`config.mk`:
```
export PLATFORM = sky130hd
export DESIGN_NAME = csa32_adder
export DESIGN_NICKNAME = d
export VERILOG_FILES = /design/src/rtl/csa_pkg.sv /design/src/rtl/csa_ripple_seg.sv /design/src/rtl/csa_select_seg.sv /design/src/rtl/csa32_adder.sv
export SDC_FILE = /design/constraint.sdc
export NUM_CORES = 1
export LEC_CHECK = 0
export ABC_AREA = 0
export BUFFER_PORTS_ARGS = -buffer_cell sky130_fd_sc_hd__buf_2
export CAP_MARGIN = 5
export CORE_MARGIN = 2
export CORE_UTILIZATION = 31
export DETAILED_ROUTE_END_ITERATION = 8
export PLACE_DENSITY = 0.76
export SLEW_MARGIN = 0
export SYNTH_ARGS = -nofsm -noshare
export SYNTH_HDL_FRONTEND = slang
export SYNTH_SLANG_ARGS = --single-unit
export TNS_END_PERCENT = 30
```
`constraint.sdc`:
```
create_clock -name vclk -period 27.1
set_input_delay 5.42 -clock vclk [all_inputs]
set_output_delay 5.42 -clock vclk [all_outputs]
set_load 0.03 [all_outputs]
```
`src/rtl/csa_pkg.sv`:
```
package csa_pkg;
    localparam int unsigned NSEG = 4;

    typedef int unsigned seg_w_t [NSEG];

    // Bit offset of the lowest bit of slice idx.
    function automatic int unsigned seg_lo(seg_w_t w, int unsigned idx);
        int unsigned acc;
        acc = 0;
        for (int unsigned k = 0; k < NSEG; k++) begin
            if (k < idx) acc = acc + w[k];
        end
        return acc;
    endfunction

    function automatic int unsigned seg_total(seg_w_t w);
        return seg_lo(w, NSEG);
    endfunction
endpackage

```
`src/rtl/csa_ripple_seg.sv`:
```
module csa_ripple_seg #(
    parameter int unsigned W = 4
) (
    input  logic [W-1:0] a,
    input  logic [W-1:0] b,
    input  logic         cin,
    output logic [W-1:0] s,
    output logic         cout,
    output logic         cmsb
);
    logic [W-1:0] s_d;
    logic         c_d;
    logic         cmsb_d;

    always_comb begin
        c_d    = cin;
        cmsb_d = 1'b0;
        s_d    = '0;
        for (int i = 0; i < int'(W); i++) begin
            if (i == int'(W) - 1) cmsb_d = c_d;
            s_d[i] = a[i] ^ b[i] ^ c_d;
            c_d    = (a[i] & b[i]) | (c_d & (a[i] ^ b[i]));
        end
    end

    assign s    = s_d;
    assign cout = c_d;
    assign cmsb = cmsb_d;
endmodule

```
`src/rtl/csa_select_seg.sv`:
```
module csa_select_seg #(
    parameter int unsigned W = 8
) (
    input  logic [W-1:0] a,
    input  logic [W-1:0] b,
    input  logic         sel,
    output logic [W-1:0] s,
    output logic         cout,
    output logic         cmsb
);
    logic [W-1:0] s0_d, s1_d;
    logic         c0_d, c1_d;
    logic         m0_d, m1_d;

    // Speculative copy assuming no carry arrives.
    csa_ripple_seg #(.W(W)) u_plain (
        .a(a), .b(b), .cin(1'b0), .s(s0_d), .cout(c0_d), .cmsb(m0_d)
    );

    // Speculative copy assuming a carry arrives.
    csa_ripple_seg #(.W(W)) u_plus1 (
        .a(a), .b(b), .cin(1'b1), .s(s1_d), .cout(c1_d), .cmsb(m1_d)
    );

    always_comb begin
        if (sel) begin
            s    = s1_d;
            cout = c1_d;
            cmsb = m1_d;
        end else begin
            s    = s0_d;
            cout = c0_d;
            cmsb = m0_d;
        end
    end
endmodule

```
`src/rtl/csa32_adder.sv`:
```
module csa32_adder #(
    parameter csa_pkg::seg_w_t SEG_W = '{4, 4, 8, 16},
    parameter int unsigned     WIDTH = 32
) (
    input  logic [WIDTH-1:0] op_a,
    input  logic [WIDTH-1:0] op_b,
    input  logic             carry_in,
    output logic [WIDTH-1:0] sum_out,
    output logic             carry_out,
    output logic             carry_into_msb
);
    import csa_pkg::*;

    localparam int unsigned W0 = SEG_W[0];

    logic [NSEG:0]  carry_d;
    logic [NSEG-1:0] msb_d;
    logic [WIDTH-1:0] sum_d;

    assign carry_d[0] = carry_in;

    // Bottom slice: true ripple from the real carry-in.
    csa_ripple_seg #(.W(W0)) u_seg0 (
        .a   (op_a[W0-1:0]),
        .b   (op_b[W0-1:0]),
        .cin (carry_d[0]),
        .s   (sum_d[W0-1:0]),
        .cout(carry_d[1]),
        .cmsb(msb_d[0])
    );

    // Upper slices: dual sums, selected by the carry from below.
    for (genvar g = 1; g < NSEG; g++) begin : g_upper
        localparam int unsigned LO = seg_lo(SEG_W, g);
        localparam int unsigned SW = SEG_W[g];
        csa_select_seg #(.W(SW)) u_seg (
            .a   (op_a[LO +: SW]),
            .b   (op_b[LO +: SW]),
            .sel (carry_d[g]),
            .s   (sum_d[LO +: SW]),
            .cout(carry_d[g+1]),
            .cmsb(msb_d[g])
        );
    end

    assign sum_out        = sum_d;
    assign carry_out      = carry_d[NSEG];
    assign carry_into_msb = msb_d[NSEG-1];
endmodule

```
* Word level (Yosys, flattened, before mapping)
Index checks and enable logic that the tools add are counted.
** Operators by class
- Bitwise gates (word level) :: 232
- Multiplexer cells :: 7
** Operator list (number)
- 1-bit AND :: 86
- 1-bit XOR :: 86
- 1-bit bitwise OR :: 57
- 16-bit 2-to-1 mux :: 1
- 8-bit 2-to-1 mux :: 1
- 1-bit 2-to-1 mux :: 4
- 4-bit 2-to-1 mux :: 1
- 1-bit inverter :: 3
** Word-level totals
- Bits in registers :: 0
- Word-level logic and storage cells :: 239
- Input bits :: 65

* Longest topological paths before layout
- Depth after elaboration :: 33
- Depth in mapped cells :: 39
- Depth with buffers taken out :: 39

* Modules after synthesis
Synthesis repeated with hierarchy kept, for this count alone.
** Unflattened totals
- Cell total of the unflattened synthesis :: 168
- Area, all modules :: 1998.2 sq um
** By module, submodules not included
- csa_ripple_seg (g_upper[3].u_seg.u_plain ...) :: sequential area each 0.0 sq um, area each 357.8 sq um, cells an instance 26, instances 2
- csa_ripple_seg (g_upper[2].u_seg.u_plain ...) :: sequential area each 0.0 sq um, area each 197.7 sq um, cells an instance 18, instances 2
- csa_ripple_seg (g_upper[1].u_seg.u_plain ...) :: sequential area each 0.0 sq um, area each 110.1 sq um, cells an instance 12, instances 3
- csa_select_seg (g_upper[3].u_seg) :: sequential area each 0.0 sq um, area each 279.0 sq um, cells an instance 22, instances 1
- csa_select_seg (g_upper[2].u_seg) :: sequential area each 0.0 sq um, area each 168.9 sq um, cells an instance 13, instances 1
- csa_select_seg (g_upper[1].u_seg) :: sequential area each 0.0 sq um, area each 108.9 sq um, cells an instance 9, instances 1

* Worst setup path after synthesis
Ideal clock, no wire load.
- Path type :: input to output
- Start point :: input port op_a[0]
- End point :: output port sum_out[31]
- Stages :: 39
- Arrival :: 16.546 ns
- Required time :: 21.680 ns
- Setup slack :: 5.134 ns
- Path through :: fa_1 -> fa_1 -> fa_1 -> inv_1 -> fa_1 -> mux2i_1 -> fa_1 -> fa_1 -> inv_1 -> fa_1 -> mux2i_1 -> fa_1 -> inv_1 -> fa_1 -> inv_1 -> fa_1 -> fa_1 -> fa_1 -> (+3 left out) -> fa_1 -> inv_1 -> fa_1 -> fa_1 -> fa_1 -> fa_1 -> fa_1 -> fa_1 -> fa_1 -> fa_1 -> fa_1 -> fa_1 -> fa_1 -> fa_1 -> inv_1 -> fa_1 -> inv_1 -> fa_1
** Between the ends
- Word-level cells in the longest chain between the ends :: 12
- Elaborated cells on any way between the ends :: 13
** Ends and longest elaborated chain
- from (decl) :: RTL line csa32_adder.sv:5 : input logic [WIDTH-1:0] op_a,
- 1-bit XOR :: RTL line csa_ripple_seg.sv:22 : c_d = (a[i] & b[i]) | (c_d & (a[i] ^ b[i]));
- 1-bit AND :: RTL line csa_ripple_seg.sv:22
- 1-bit bitwise OR * :: RTL line csa_ripple_seg.sv:22
- 1-bit AND * :: RTL line csa_ripple_seg.sv:22
- 1-bit bitwise OR * :: RTL line csa_ripple_seg.sv:22
- 1-bit AND * :: RTL line csa_ripple_seg.sv:22
- 1-bit bitwise OR * :: RTL line csa_ripple_seg.sv:22
- 1-bit AND * :: RTL line csa_ripple_seg.sv:22
- 1-bit bitwise OR * :: RTL line csa_ripple_seg.sv:22
- 1-bit 2-to-1 mux * (2 in series) :: RTL line csa_select_seg.sv:26 : if (sel) begin
- 16-bit 2-to-1 mux * :: RTL line csa_select_seg.sv:26
- to (decl) :: RTL line csa32_adder.sv:8 : output logic [WIDTH-1:0] sum_out,
Mark *: on every way between the ends. The rest lies on a longest branch, timed or not.

* Worst setup path after layout
Ends and elaborated chain as after synthesis.

==> impl_results.md <==
- Weighted congestion reported at the end of routability-driven placement: around 0.73
- Top cell type's share of synthesized area: between 70% and 80%
- Worst supply voltage drop on vdd: about 0.033 mV
- Critical Path Start Type: input port
- Via Count: 850
- Wire length of the first global-routing pass: 3.58 mm
- Maximum Capacitance Violations: 0
- Slowest Stage Delay on Critical Path: ~0.47 ns
- Path type of the worst min-delay path: input port to output pin
- Required time at the endpoint of the critical path: 21.68 ns
- Overall overflow remaining after global route: 0
- Number of buffer and inverter instances along the worst setup path: 9
- Yosys Warn Count: 0
- Mean instance size in the synthesized netlist: 11.5 µm²
- Number of post-CTS setup repair buffers: 0
- Endpoint class of the critical path: output pin
- Cell with the most instances after synthesis: inv_1
- Crit-path max FO: 2
- Filler cell count in the final layout: 233
- Cell Rows: 18
- Worst EP arrival: approximately 17 ns
- Post-synthesis sequential area ratio: 0%
- Post-layout net count: roughly 270
- Vias per inst: 4.23
- Placeable Area: 0.00250 mm²
- Global-route usage over all layers: approximately 14%
- Area of combinational cells with multiple inputs: around 700 µm²
- DIE HEIGHT: 55.7 µm
- Setup-violating endpoint count in the final report: 0
- Top post-synthesis cells by area: fa_1 (70%), inv_1 (14%), ha_1 (9.1%)
- Cell family contributing the most delay on the critical path: adder cells
- Clkbuf count: 0
- Total wirelength of the detailed-routed design: 2.11 mm
- Critical path start-end classification: input port to output pin
- Detailed router's first-iteration violation count: 4
- DRC viols: 0
- Post-cts hold buffer count: 0
- Setup_tns: 0 ns
- Setup repair after global routing missed its margin: no
- Count of endpoints failing hold in the final timing report: 0
- Critical path's most frequent cell: fa_1
- Total stage count of the critical path: 41
- Total power: 0.0499 mW
- Routed length per placed instance: 10.5 µm
- Hold slack: 11.26 ns
- Post-layout instance area: about 0.0014 mm²
- Slew Viols, Final: 0
- Worst slew slack as a fraction of its limit: 86.6%
- Number of instances in the synthesized netlist: 72
- Antenna violations before repair: 0
- Synth cell count leaders: inv_1 (31), fa_1 (29), ha_1 (6), mux2i_1 (3), xnor2_1 (2)
- Full die area: between 0.003 and 0.004 mm²
- Share of the clock period used by the worst path: 82.9%
- Number of gates resized after cts: 0
- Starting Density: approximately 33%
- Transition time at the pin with the least slew margin: 0.196 ns
- Area Growth Syn to Fin: 64.4%
- Via count of the first global-routing pass: 933
- Number of nets produced by synthesis: 172
- Area used by sequential logic in the layout: 0 µm²
- Share of final-layout standard cells stronger than drive strength 1: 57.9%
- Instance area at placement: 0.00136 mm²
- Library cell contributing the largest single delay on the critical path: fa_1
- Yosys cell types: 6
- Layout sequential cell count: 0
- Post-route antenna net violation count: 0
- Start point of the critical path: op_a[0]
- Netlist area before placement: slightly above 800 µm²
- Cell taking the most area after synthesis: fa_1
- Power density relative to cell area: 36.7 mW/mm²
- Die X-Extent: roughly 56 µm
- Status: finished clean
- Clock period minus final worst setup slack: 22.47 ns
- Max frequency: about 44 MHz
- Maximum number of pins on one net before global-route repair: 3
- Worst setup endpoint: sum_out[31]
- Antenna Cells: 0
- Initial DRT Pass Iterations: 2
- Static leakage: approximately 0.83 nW
- Detailed-placement wirelength estimate: 2.14 mm
- Count of buffers inserted at the top-level ports: 99
- Number of placed I/O pins: 99
[cells by family after synthesis]
group / Yosys count / synth area share [%]
XOR/XNOR: 3 / 3.17
adder cells (fa/ha/maj): 35 / 79.2
buffers and inverters: 31 / 14.0
multiplexers: 3 / 3.63
[layer usage]
layer  track usage, %  wire length [µm]
met1             14.5               645
met5                0                 0
met2             28.9              1130
met3             3.49               327
met4                0                 0
[cell type report]
class / instances / area share [%]
inverter: 31 / 8.55
multi-input combinational: 41 / 52.3
tap: 30 / 2.76
timing repair buffer: 99 / 36.4
[per-stage QoR]
step | setup WS (ns) | utilization [%] | std cells
6_report | 4.63 | 54.5 | 201
5_1_grt | 4.12 | 54.5 | 201
4_1_cts | 4.56 | 54.5 | 201
3_5_place_dp | 4.57 | 54.5 | 201
3_3_place_gp | 4.85 | 54.5 | 201
2_1_floorplan | 5.13 | - | 72
[where the power goes]
part | leakage (nW) | switching (mW) | internal [mW]
clock network | 0 | 0 | 0
logic | 0.832 | 0.0335 | 0.0165
registers | 0 | 0 | 0
[tightest hold or removal path, delay by kind of cell]
family	cells	cell delay (ns)
buffers and inverters	2	0.28
adder cells (fa/ha/maj)	1	0.14
[layout by cell type (no fill, tap or decap), drive strengths merged]
master	netlist	layout
buf	0	99
inv	31	31
fa	29	29
ha	6	6
mux2i	3	3
xnor2	2	2
xor2	1	1
[worst min-delay path by stage]
| stage | depth (start not counted) | startpoint | to |
|---|---|---|---|
| detailed placement | 3 | op_b[15] | sum_out[15] |
| CTS | 3 | op_b[15] | sum_out[15] |
| global route | 3 | op_b[31] | sum_out[31] |
| finish | 3 | op_b[15] | sum_out[15] |
| global placement | 3 | op_b[31] | sum_out[31] |
| floorplan | 1 | carry_in | sum_out[0] |
Note: power is estimated with default switching activity, not from simulation.
